### config.mk
export PLATFORM = sky130hd
export DESIGN_NAME = pixaddr_xlate
export DESIGN_NICKNAME = d
export VERILOG_FILES = /design/src/rtl/pxl_pkg.sv /design/src/rtl/pxl_window_decode.sv /design/src/rtl/pxl_linearize.sv /design/src/rtl/pxl_read_return.sv /design/src/rtl/pixaddr_xlate.sv
export SDC_FILE = /design/constraint.sdc
export NUM_CORES = 1
export LEC_CHECK = 0
export CAP_MARGIN = 20
export CELL_PAD_IN_SITES_DETAIL_PLACEMENT = 1
export CELL_PAD_IN_SITES_GLOBAL_PLACEMENT = 2
export CORE_ASPECT_RATIO = 1.75
export CORE_MARGIN = 2
export CORE_UTILIZATION = 37
export DETAILED_ROUTE_END_ITERATION = 8
export DONT_BUFFER_PORTS = 1
export GPL_TIMING_DRIVEN = 0
export PLACE_DENSITY = 0.92
export SLEW_MARGIN = 30
export SYNTH_ARGS = -nofsm -noshare
export SYNTH_HDL_FRONTEND = slang
export SYNTH_SLANG_ARGS = --single-unit
export TNS_END_PERCENT = 30
### constraint.sdc
create_clock -name clk -period 6.5 [get_ports clk]
set_clock_uncertainty 0.05 [all_clocks]
set_input_delay 0.65 -clock clk [delete_from_list [all_inputs] [get_ports clk]]
set_output_delay 0.65 -clock clk [all_outputs]
set_load 0.005 [all_outputs]
### src/rtl/pxl_pkg.sv
package pxl_pkg;

  // Routing decision for one CPU request
  typedef enum logic [1:0] {
    PATH_IDLE = 2'd0,
    PATH_FB   = 2'd1,
    PATH_MEM  = 2'd2,
    PATH_DROP = 2'd3
  } path_e;

  // Read-return tag carried down the latency pipe
  typedef struct packed {
    logic vld;
    logic zero;
  } rtag_t;

endpackage

### src/rtl/pxl_window_decode.sv
module pxl_window_decode
  import pxl_pkg::*;
#(
  parameter int ADDR_W  = 32,
  parameter int TAG_W   = 4,
  parameter int WIN_TAG = 8,
  parameter int H_RES   = 640,
  parameter int V_RES   = 480,
  localparam int HALF   = ADDR_W / 2,
  localparam int Y_W    = HALF - TAG_W,
  localparam int X_W    = HALF
) (
  input  logic              req,
  input  logic [ADDR_W-1:0] addr,
  output path_e             path,
  output logic [Y_W-1:0]    y,
  output logic [X_W-1:0]    x
);

  localparam logic [TAG_W-1:0] TAG_V = TAG_W'(WIN_TAG);
  localparam logic [X_W-1:0]   X_LIM = X_W'(H_RES);
  localparam logic [Y_W-1:0]   Y_LIM = Y_W'(V_RES);

  logic in_win;
  logic in_raster;

  assign in_win    = (addr[ADDR_W-1 -: TAG_W] == TAG_V);
  assign y         = addr[ADDR_W-TAG_W-1 : HALF];
  assign x         = addr[HALF-1:0];
  assign in_raster = (x < X_LIM) && (y < Y_LIM);

  always_comb begin
    if (!req)            path = PATH_IDLE;
    else if (!in_win)    path = PATH_MEM;
    else if (in_raster)  path = PATH_FB;
    else                 path = PATH_DROP;
  end

endmodule

### src/rtl/pxl_linearize.sv
module pxl_linearize #(
  parameter int Y_W   = 12,
  parameter int X_W   = 16,
  parameter int H_RES = 640,
  parameter int FB_AW = 19
) (
  input  logic [Y_W-1:0]   y,
  input  logic [X_W-1:0]   x,
  output logic [FB_AW-1:0] lin
);

  logic [FB_AW-1:0] y_ext;
  logic [FB_AW-1:0] x_ext;
  logic [FB_AW-1:0] row_base;

  assign y_ext = FB_AW'(y);
  assign x_ext = FB_AW'(x);

  generate
    if (H_RES == 640) begin : g_shift_add
      // 640 = 512 + 128: two shifted copies, no multiplier
      assign row_base = (y_ext << 9) + (y_ext << 7);
    end else begin : g_mult
      localparam logic [FB_AW-1:0] H_V = FB_AW'(H_RES);
      assign row_base = y_ext * H_V;
    end
  endgenerate

  assign lin = row_base + x_ext;

endmodule

### src/rtl/pxl_read_return.sv
module pxl_read_return
  import pxl_pkg::*;
#(
  parameter int DATA_W  = 16,
  parameter int RAM_LAT = 1
) (
  input  logic              clk,
  input  logic              rst,
  input  rtag_t             issue,
  input  logic [DATA_W-1:0] ram_rdata,
  output logic              rvalid,
  output logic [DATA_W-1:0] rdata
);

  logic [RAM_LAT:0] vld_sr;
  logic [RAM_LAT:0] zero_sr;
  logic             vld_tail;
  logic             zero_tail;

  generate
    if (RAM_LAT == 0) begin : g_no_lat
      always_ff @(posedge clk) begin
        if (rst) begin
          vld_sr  <= '0;
          zero_sr <= '0;
        end else begin
          vld_sr  <= issue.vld;
          zero_sr <= issue.zero;
        end
      end
    end else begin : g_lat
      always_ff @(posedge clk) begin
        if (rst) begin
          vld_sr  <= '0;
          zero_sr <= '0;
        end else begin
          vld_sr  <= {vld_sr[RAM_LAT-1:0], issue.vld};
          zero_sr <= {zero_sr[RAM_LAT-1:0], issue.zero};
        end
      end
    end
  endgenerate

  assign vld_tail  = vld_sr[RAM_LAT];
  assign zero_tail = zero_sr[RAM_LAT];

  always_ff @(posedge clk) begin
    if (rst) begin
      rvalid <= 1'b0;
      rdata  <= '0;
    end else begin
      rvalid <= vld_tail;
      if (vld_tail) rdata <= zero_tail ? '0 : ram_rdata;
    end
  end

endmodule

### src/rtl/pixaddr_xlate.sv
module pixaddr_xlate
  import pxl_pkg::*;
#(
  parameter int ADDR_W  = 32,
  parameter int DATA_W  = 16,
  parameter int TAG_W   = 4,
  parameter int WIN_TAG = 8,
  parameter int H_RES   = 640,
  parameter int V_RES   = 480,
  parameter int FB_AW   = 19,
  parameter int RAM_LAT = 1
) (
  input  logic              clk,
  input  logic              rst,
  input  logic              cpu_req,
  input  logic              cpu_we,
  input  logic [ADDR_W-1:0] cpu_addr,
  input  logic [DATA_W-1:0] cpu_wdata,
  output logic [DATA_W-1:0] cpu_rdata,
  output logic              cpu_rvalid,
  output logic              fb_en,
  output logic              fb_we,
  output logic [FB_AW-1:0]  fb_addr,
  output logic [DATA_W-1:0] fb_wdata,
  input  logic [DATA_W-1:0] fb_rdata,
  output logic              mem_req,
  output logic              mem_we,
  output logic [ADDR_W-1:0] mem_addr,
  output logic [DATA_W-1:0] mem_wdata,
  output logic              oor_flag
);

  localparam int HALF = ADDR_W / 2;
  localparam int Y_W  = HALF - TAG_W;
  localparam int X_W  = HALF;

  path_e            path;
  logic [Y_W-1:0]   coord_y;
  logic [X_W-1:0]   coord_x;
  logic [FB_AW-1:0] lin_addr;
  rtag_t            rd_issue;

  pxl_window_decode #(
    .ADDR_W (ADDR_W),
    .TAG_W  (TAG_W),
    .WIN_TAG(WIN_TAG),
    .H_RES  (H_RES),
    .V_RES  (V_RES)
  ) u_decode (
    .req (cpu_req),
    .addr(cpu_addr),
    .path(path),
    .y   (coord_y),
    .x   (coord_x)
  );

  pxl_linearize #(
    .Y_W  (Y_W),
    .X_W  (X_W),
    .H_RES(H_RES),
    .FB_AW(FB_AW)
  ) u_lin (
    .y  (coord_y),
    .x  (coord_x),
    .lin(lin_addr)
  );

  assign rd_issue.vld  = !cpu_we && ((path == PATH_FB) || (path == PATH_DROP));
  assign rd_issue.zero = (path == PATH_DROP);

  pxl_read_return #(
    .DATA_W (DATA_W),
    .RAM_LAT(RAM_LAT)
  ) u_ret (
    .clk      (clk),
    .rst      (rst),
    .issue    (rd_issue),
    .ram_rdata(fb_rdata),
    .rvalid   (cpu_rvalid),
    .rdata    (cpu_rdata)
  );

  // Frame-buffer side register stage
  always_ff @(posedge clk) begin
    if (rst) begin
      fb_en    <= 1'b0;
      fb_we    <= 1'b0;
      fb_addr  <= '0;
      fb_wdata <= '0;
    end else begin
      fb_en <= (path == PATH_FB);
      fb_we <= (path == PATH_FB) && cpu_we;
      if (path == PATH_FB) begin
        fb_addr  <= lin_addr;
        fb_wdata <= cpu_wdata;
      end
    end
  end

  // Ordinary memory side register stage
  always_ff @(posedge clk) begin
    if (rst) begin
      mem_req   <= 1'b0;
      mem_we    <= 1'b0;
      mem_addr  <= '0;
      mem_wdata <= '0;
    end else begin
      mem_req <= (path == PATH_MEM);
      mem_we  <= (path == PATH_MEM) && cpu_we;
      if (path == PATH_MEM) begin
        mem_addr  <= cpu_addr;
        mem_wdata <= cpu_wdata;
      end
    end
  end

  // Sticky out-of-range indication
  always_ff @(posedge clk) begin
    if (rst)                    oor_flag <= 1'b0;
    else if (path == PATH_DROP) oor_flag <= 1'b1;
  end

endmodule

==> qor.txt, run 1 <==
Routed Antenna Nets: 0
Setup Buffers After CTS: 0
Resized cells post-CTS: 0
final core occ: 0.420
clk sinks: 109
flop2flop setup slack: 4.81 ns
status: finished, final reports clean
DRC viols: 0
Hold WS: 0.317 ns
fin worst setup slack: 3.65 ns
CP peak stage delay: 0.52 ns
global route overflow: 0
area leader, netlist: dfxtp_1
Setup TNS Final: 0 ns
endpoint type of the worst setup path: flop
mapped cell area: 4390 um^2
critical path's top delay family: compound AO/OA/AOI/OAI gates
ys async rst share: 0
Initial DRC Count: 71
GP Congestion: 0.822
Initial DRT Pass Iterations: 4
Finish-stage setup viols: 0
Fin. Hold Viols: 0
Synth warnings: 0
Yosys cell types: 41
Slew headroom: 0.504
Layout area overhead: 10.7%
CTS clk-pin slew, worst paths: 0.07 ns
CP Data Arrival Time: 3.04 ns
CTS Buf Count: 9
Chip Height: 148 um
Routed WL: 13700 um
WP buf/inv: 2
most frequent cells in the layout: nand2_1 (155), dfxtp_1 (109), a21oi_1 (97)
Slew Viols, Final: 0
Hold Path End: u_ret.vld_sr[0]$_SDFF_PP0_
worst vdd ir: 0.000123 V
Worst R2R Path Depth: 4
Post-Syn Area per Cell: 8.35 um^2
Clock H-tree levels: 3
CP Max Fanout: 3
layout cell share with drive strength beyond 1: 0.0480
Die ar.: 12800 um^2
CTS root buffer: clkbuf_16
row cnt: 52
drt wl/cell: 20.2 um
Worst EP required: 6.70 ns
vias per cell: 5.52
Mapped Nets: 616
EDFF count, synth: 0
pwr dens: 283 nW/um^2
clk_lat worst skew: 0.34 ns
pin count of the biggest net entering global routing: 19
boundary pin count: 173
hold path depth: 1
Synth top area share: 0.497
Die W: 86.3 um
register area share after synthesis: 0.497
register bit count reported by yosys: 109
kind of critical path: input pin to flop
largest cells by area after synthesis: dfxtp_1 (50%), nand2_1 (13%), a21oi_1 (11%)
Reg-to-Reg Start: u_ret.vld_sr[1]$_SDFF_PP0_
hold buffers post-CTS: 0
Leak: 1.88 nW
Worst setup SP type: input pin
RSZ-0062 raised after global routing: false
Critical Path, Cell by Cell: inv_1 > fa_1 > inv_1 > fa_1 > a21o_1 > a221o_1 > a311oi_1 > nand3_1 > o311ai_1
period utilization: 0.438
hold_sp: cpu_we
CTS tree: built
n_diodes: 0
Starting Density: 0.379
first-pass GRT wire length: 21100 um
Synth Flop Type: dfxtp_1
Tmin final: 2.85 ns
vias in the first global route: 4178
fmax: 0.351 GHz
dpl hpwl: 10900 um
port buffer count: 0
Worst-Margin Slew: 0.741 ns
Clock Tree Buf Depth: 2
Critical R2R Capture: u_ret.rdata[4]$_SDFFE_PP0P_
Final nets: 627
number of max-cap violations: 0
initial antenna violation count: 0
CP max stage cell: fa_1
commonest non-fill, non-tap cell in the layout: nand2_1
core area: 11600 um^2
worst min-delay path class: input pin to flop
pre-CTS setup slack: 3.35 ns
All-Layer GR Usage: 0.214
Mapped Cells: 526
DR vias: 3735
Final Power: 1.37 mW
==> synth_stat cells, drive strengths merged (2+ instances only) <==
cell type  instances
o21ai              3
a22oi              3
nor4               2
dfxtp            109
and3               4
inv                8
nand2b             2
buf                7
nor2              27
nand2            155
or4                2
nand3              9
a21o               5
xor2               3
a31oi              2
nor4b              2
a21oi             97
xnor2              3
nand4              4
fa                 8
nor2b             20
ha                14
clkbuf            23
==> metrics by stage <==
stage,cell area [um^2],std cells
2_1_floorplan,4390,526
3_3_place_gp,4560,661
3_5_place_dp,4560,661
4_1_cts,4860,677
5_1_grt,4860,677
6_report,4860,677
==> power by group <==
part | switching [mW] | internal, mW
combinational | 0.0864 | 0.0519
sequential | 0.0141 | 0.686
clock | 0.251 | 0.285
total | 0.351 | 1.02
==> registers in the layout, summed over array words and instances (netlist names), 2 cells and up <==
name and flops:
mem_addr 32, u_ret.zero_sr 2, fb_addr 19, u_ret.vld_sr 2, u_ret.rdata 16, mem_wdata 16
fb_wdata 16
==> layout make-up <==
cell class	count	area (um^2)
flip-flops and latches	109	2180
multi-input cells	379	2060
clock inverters	5	43.8
inverters	8	30.0
clock buffers	11	253
fillers	1386	6720
plain buffers	30	120
well taps	135	169
==> worst max path at each step <==
stage	from	endpoint	slack, ns	cells past startpoint
finish	cpu_addr[9]	fb_addr[18]$_SDFFE_PP0N_	3.65	9
floorplan	cpu_addr[9]	fb_addr[18]$_SDFFE_PP0N_	3.64	9
global route	cpu_addr[9]	fb_addr[18]$_SDFFE_PP0N_	3.58	9
global placement	cpu_addr[9]	fb_addr[18]$_SDFFE_PP0N_	3.40	9
CTS	cpu_addr[9]	fb_addr[18]$_SDFFE_PP0N_	3.65	9
detailed placement	cpu_addr[9]	fb_addr[18]$_SDFFE_PP0N_	3.35	9
==> logic make-up (layout without fill, tap and decap cells) <==
group                      after synthesis  in the layout  share of synthesized area
DFF                                    109            109                      0.497
buffers and inverters                   38             54                     0.0342
and+or+nand+nor                        232            232                      0.231
AOI/OAI and AO/OA                      119            119                      0.149
adders and majority gates               22             22                     0.0764
xor gates and xnor gates                 6              6                     0.0120
==> metal layers <==
metal,wire [um],vias up,global-route usage
met5,0,-,0
li1,-,1775,-
met3,874,24,0.0666
met2,8020,122,0.430
met1,4390,1814,0.186
met4,387,0,0.0820
Power figures use the tool's default switching activity.
==> run 2: changes to the inputs <==
- CORE_UTILIZATION: 37 -> 31
- PLACE_DENSITY: 0.92 -> 0.83
- clock period: 6.5 -> 2.54 ns (I/O delays scaled with it)
==> run 2 against run 1 <==
  * Non-clock buffer count rose by 50
  * Register-to-register slack got worse by 4.0 ns
  * Critical endpoint unchanged
  * Clock power rose to 2.7 times the previous value
  * Combinational power rose to 3.1 times the previous value
  * Highest routed layer unchanged
  * Critical path type unchanged
  * Cell area rose by 11%
  * Critical path depth did not move
  * Routed wire length rose by 7.1%
  * Sequential power rose to 2.6 times the previous value
==> qor.txt, run 2 (synthesis gave the netlist of run 1 again) <==
GP Congestion: 0.835
pin count of the biggest net entering global routing: 19
Slew Viols, Final: 0
fin worst setup slack: 0.171 ns
period utilization: 0.933
Worst setup SP type: input pin
kind of critical path: input pin to flop
number of max-cap violations: 0
Die ar.: 15200 um^2
Fin. Hold Viols: 0
pre-CTS setup slack: -0.171 ns
Setup Buffers After CTS: 0
clk sinks: 109
All-Layer GR Usage: 0.195
CTS root buffer: clkbuf_16
Clock H-tree levels: 3
Initial DRT Pass Iterations: 4
Final Power: 3.66 mW
Worst-Margin Slew: 0.717 ns
hold_sp: cpu_wdata[0]
Final nets: 677
CP Data Arrival Time: 2.57 ns
DR vias: 3918
worst min-delay path class: input pin to flop
worst vdd ir: 0.000333 V
Die W: 94.0 um
final instance area: 5410 um^2
CP Max Fanout: 3
Top reg by flops: mem_addr
# fillers: 1641
Chip Height: 161 um
hold buffers post-CTS: 50
Initial DRC Count: 107
drt wl/cell: 19.0 um
registers with the most flip-flops: mem_addr (32), fb_addr (19)
RSZ-0062 raised after global routing: false
Routed Antenna Nets: 0
Routed WL: 14600 um
commonest non-fill, non-tap cell in the layout: nand2_1
initial antenna violation count: 0
CTS clk-pin slew, worst paths: 0.07 ns
Finish-stage setup viols: 0
status: finished, final reports clean
placed cell areas: 4610 um^2
max reg flops: 32
DRC viols: 0
flop2flop setup slack: 0.83 ns
Resized cells post-CTS: 0
Tmin final: 2.37 ns
vias in the first global route: 4360
Starting Density: 0.317
Clock Tree Buf Depth: 2
pwr dens: 676 nW/um^2
fmax: 0.422 GHz
CTS Buf Count: 9
boundary pin count: 173
dpl hpwl: 11000 um
Critical Path Source: cpu_addr[9]
n_diodes: 0
Leak: 2.09 nW
global route overflow: 0
Hold WS: 0.00836 ns
port buffer count: 0
core area: 13800 um^2
Reg-to-Reg Start: u_ret.vld_sr[1]$_SDFF_PP0_
layout cell share with drive strength beyond 1: 0.0422
Slew headroom: 0.521
most frequent cells in the layout: nand2_1 (155), dfxtp_1 (109), a21oi_1 (97)
CTS tree: built
vias per cell: 5.09
endpoint type of the worst setup path: flop
clk_lat worst skew: 0.34 ns
Layout area overhead: 23.3%
row cnt: 57
Worst EP required: 2.74 ns
Setup TNS Final: 0 ns
first-pass GRT wire length: 22800 um
[run 2: cell count changes in the layout (fill, tap and decap cells not counted), sizes merged]
cell         delta
clkinvlp        -1
dlygate4sd3    +50
clkinv          -1
clkbuf          -1
inv             +2
bufinv          +1
[run 2: final timing paths]
path / to / cells past startpoint
setup / recovery: fb_addr[18]$_SDFFE_PP0N_ / 9
hold / removal: fb_wdata[0]$_SDFFE_PP0N_ / 2
setup reg to reg: u_ret.rdata[5]$_SDFFE_PP0P_ / 4
hold reg to reg: u_ret.zero_sr[1]$_SDFF_PP0_ / 1
[run 2: area by class of cell]
cell class | instances | area, um^2 | area share
Inverter | 8 | 30.0 | 0.00555
Tap cell | 177 | 221 | 0.0409
Clock inverter | 6 | 68.8 | 0.0127
Clock buffer | 10 | 229 | 0.0423
Multi-Input combinational cell | 379 | 2060 | 0.381
Timing Repair Buffer | 50 | 500 | 0.0925
Sequential cell | 109 | 2180 | 0.403
Buffer | 30 | 120 | 0.0222
[run 2: layer usage]
metal	track usage	wire length, um
met1	0.198	5300
met2	0.368	8070
met3	0.0532	894
met4	0.0744	380
met5	0	0
[run 2: worst max-delay path, cell delays in order]
cell and delay (ns):
inv_1 0.03, fa_1 0.54, inv_1 0.08, fa_1 0.48
a21o_1 0.20, a221o_1 0.35, a311oi_1 0.39, nand3_1 0.12
o311ai_1 0.12
[run 2: metrics by stage]
| step | utilization | cells |
|---|---|---|
| 2_1_floorplan | - | 526 |
| 3_3_place_gp | 0.333 | 703 |
| 3_5_place_dp | 0.333 | 703 |
| 4_1_cts | 0.391 | 769 |
| 5_1_grt | 0.391 | 769 |
| 6_report | 0.391 | 769 |
[run 2: where the power goes]
| part | internal [mW] | switching (mW) |
|---|---|---|
| Clock | 0.776 | 0.665 |
| Combinational | 0.184 | 0.241 |
| Sequential | 1.75 | 0.0374 |
| Total | 2.71 | 0.944 |
==> run 3: changes to the inputs <==
- ABC_AREA: not set -> 1
- CORE_UTILIZATION: 31 -> 34
- PLACE_DENSITY: 0.83 -> 0.88
- clock period: 2.54 -> 2.52 ns (I/O delays scaled with it)
==> run 3 against run 2 <==
  * Non-clock buffer count decreased by 13
  * Critical path depth increased by 3
  * Routed wire length increased by 9.6%
  * Sequential cell count unchanged
  * Via count increased by 10%
  * Sequential power increased by 2%
  * Setup slack improved by 0.24 ns
  * Clock-buffer cell count increased by 1
  * Synthesized cell count increased by 21%
  * Area after synthesis increased by 8.3%
  * Critical endpoint is now fb_addr[14]$_SDFFE_PP0N_
  * Largest power group unchanged
==> qor.txt, run 3 <==
CTS root buffer: clkbuf_16
CP Data Arrival Time: 2.29 ns
Synth Flop Type: dfxtp_1
Slew Viols, Final: 0
Top reg by flops: mem_addr
fin worst setup slack: 0.413 ns
GP Congestion: 0.859
Clock H-tree levels: 3
Setup TNS Final: 0 ns
CP Max Fanout: 3
commonest non-fill, non-tap cell in the layout: nor2_1
commonest cells in the netlist: nor2_1 (169), dfxtp_1 (109), nand2_1 (109)
register bit count reported by yosys: 109
worst vdd ir: 0.000330 V
mapped cell area: 4760 um^2
endpoint type of the worst setup path: flop
Internal: 2.82 mW
Worst-Margin Slew: 0.601 ns
max reg flops: 32
Initial DRT Pass Iterations: 5
vias per cell: 5.00
ys async rst share: 0
CTS clk-pin slew, worst paths: 0.07 ns
Leak: 2.52 nW
Hold WS: 0.00406 ns
Post-Syn Area per Cell: 7.50 um^2
layout cell share with drive strength beyond 1: 0.0727
Worst EP required: 2.71 ns
count leader, synth: nor2_1
first-pass GRT wire length: 24700 um
sequential group share of total power: 0.473
Layout area overhead: 19.4%
Clock power frac: 0.390
registers with the most flip-flops: mem_addr (32), fb_addr (19)
DR vias: 4323
Clock Tree Buf Depth: 2
Chip Height: 160 um
vias in the first global route: 4746
clk sinks: 109
Worst setup SP type: input pin
Sw Share: 0.272
RSZ-0062 raised after global routing: false
Routed WL: 16100 um
Starting Density: 0.346
row cnt: 57
most frequent cells in the layout: nor2_1 (169), nand2_1 (109), dfxtp_1 (109)
pre-CTS setup slack: 0.0533 ns
fmax: 0.475 GHz
number of max-cap violations: 0
Mapped Nets: 724
All-Layer GR Usage: 0.212
Fin. Hold Viols: 0
Slew headroom: 0.599
worst min-delay path class: input pin to flop
dpl hpwl: 12500 um
initial antenna violation count: 0
largest cells by area after synthesis: dfxtp_1 (46%), nor2_1 (13%), nand2_1 (8.6%)
area leader, netlist: dfxtp_1
Initial DRC Count: 99
boundary pin count: 173
Psw: 1.05 mW
Final nets: 773
Routed Antenna Nets: 0
EDFF count, synth: 0
Synth top area share: 0.459
drt wl/cell: 18.6 um
core area: 13800 um^2
Die ar.: 15000 um^2
global route overflow: 0
period utilization: 0.836
Finish-stage setup viols: 0
CTS Buf Count: 9
kind of critical path: input pin to flop
DRC viols: 0
status: finished, final reports clean
register area share after synthesis: 0.459
CTS tree: built
Gate power share: 0.137
Tmin final: 2.11 ns
n_diodes: 0
Mapped Cells: 634
port buffer count: 0
Die W: 93.4 um
pin count of the biggest net entering global routing: 19
flop2flop setup slack: 0.98 ns
pwr dens: 683 nW/um^2
Yosys cell types: 30
Synth warnings: 0
clk_lat worst skew: 0.34 ns
run 3: cell types whose count changed after synthesis, moves of 4 or more:
cell,delta
a21oi_1,-64
nor2_1,+142
and3_1,-4
nor2_2,+6
nand3_1,+5
o21ai_0,+46
inv_1,+37
nand2_1,-46
o21ai_1,+26
clkbuf_1,-8
a21o_1,-5
nor2b_1,-20
run 3: worst paths after layout:
path / startpoint / endpoint / depth (start not counted)
worst min-delay path: cpu_addr[6] / fb_addr[6]$_SDFFE_PP0N_ / 2
worst max-delay path: cpu_addr[9] / fb_addr[14]$_SDFFE_PP0N_ / 12
worst max register to register: u_ret.vld_sr[1]$_SDFF_PP0_ / u_ret.rdata[5]$_SDFFE_PP0P_ / 5
worst min register to register: u_ret.zero_sr[0]$_SDFF_PP0_ / u_ret.zero_sr[1]$_SDFF_PP0_ / 2
run 3: logic make-up (layout without fill, tap and decap cells):
logic type | after synthesis | in the layout | synth area share
xor gates and xnor gates | 2 | 2 | 0.00368
DFF | 109 | 109 | 0.459
and+or+nand+nor | 314 | 314 | 0.271
buffers and inverters | 76 | 130 | 0.0768
AOI/OAI and AO/OA | 111 | 111 | 0.119
adders and majority gates | 22 | 22 | 0.0705
run 3: critical path, stage by stage:
cell and delay, ns:
inv_1 0.06, fa_1 0.54, inv_1 0.08, fa_1 0.50, nand2_1 0.14, nand3_1 0.12
nand2_1 0.12, o21ai_0 0.11, nand2_1 0.09, nand2_1 0.05, nor2_1 0.16, nor2_1 0.06
run 3: metal layers:
metal  GRT usage  vias to the layer above  share of wire
li1            -                     2100              -
met1       0.198                     2053           0.34
met2       0.423                      136           0.57
met3      0.0478                       34          0.057
met4      0.0902                        0          0.032
met5           0                        -              0
run 3: layout make-up:
| cell class | instances | area, um^2 |
|---|---|---|
| Tap cell | 177 | 221 |
| Buffer | 29 | 189 |
| Multi-Input combinational cell | 449 | 2210 |
| Clock inverter | 5 | 66.3 |
| Clock buffer | 11 | 253 |
| Timing Repair Buffer | 38 | 380 |
| Inverter | 47 | 176 |
| Fill cell | 1697 | 8090 |
| Sequential cell | 109 | 2180 |
run 3: power groups by stage:
stage | registers [mW] | clock network [mW] | logic, mW
2_1_floorplan | 1.85 | 0 | 0.347
3_3_place_gp | 1.87 | 0 | 0.458
4_1_cts | 1.83 | 1.55 | 0.532
3_5_place_dp | 1.87 | 0 | 0.480
5_1_grt | 1.84 | 1.61 | 0.603
6_report | 1.83 | 1.51 | 0.533
run 3: metrics by stage:
stage / total power [mW] / cells / instance area, um^2 / util
after floorplan: 2.20 / 634 / 4760 / -
after global placement: 2.33 / 811 / 4980 / 0.362
after detailed placement: 2.35 / 811 / 4980 / 0.362
after CTS: 3.91 / 862 / 5650 / 0.410
after global routing: 4.06 / 865 / 5680 / 0.413
final: 3.88 / 865 / 5680 / 0.413
run 3: repair_timing:
item	in CTS	in global routing
resized for setup	0	0
endpoints found under the hold margin	42	3
buffers inserted	0	0
hold buffers	35	3
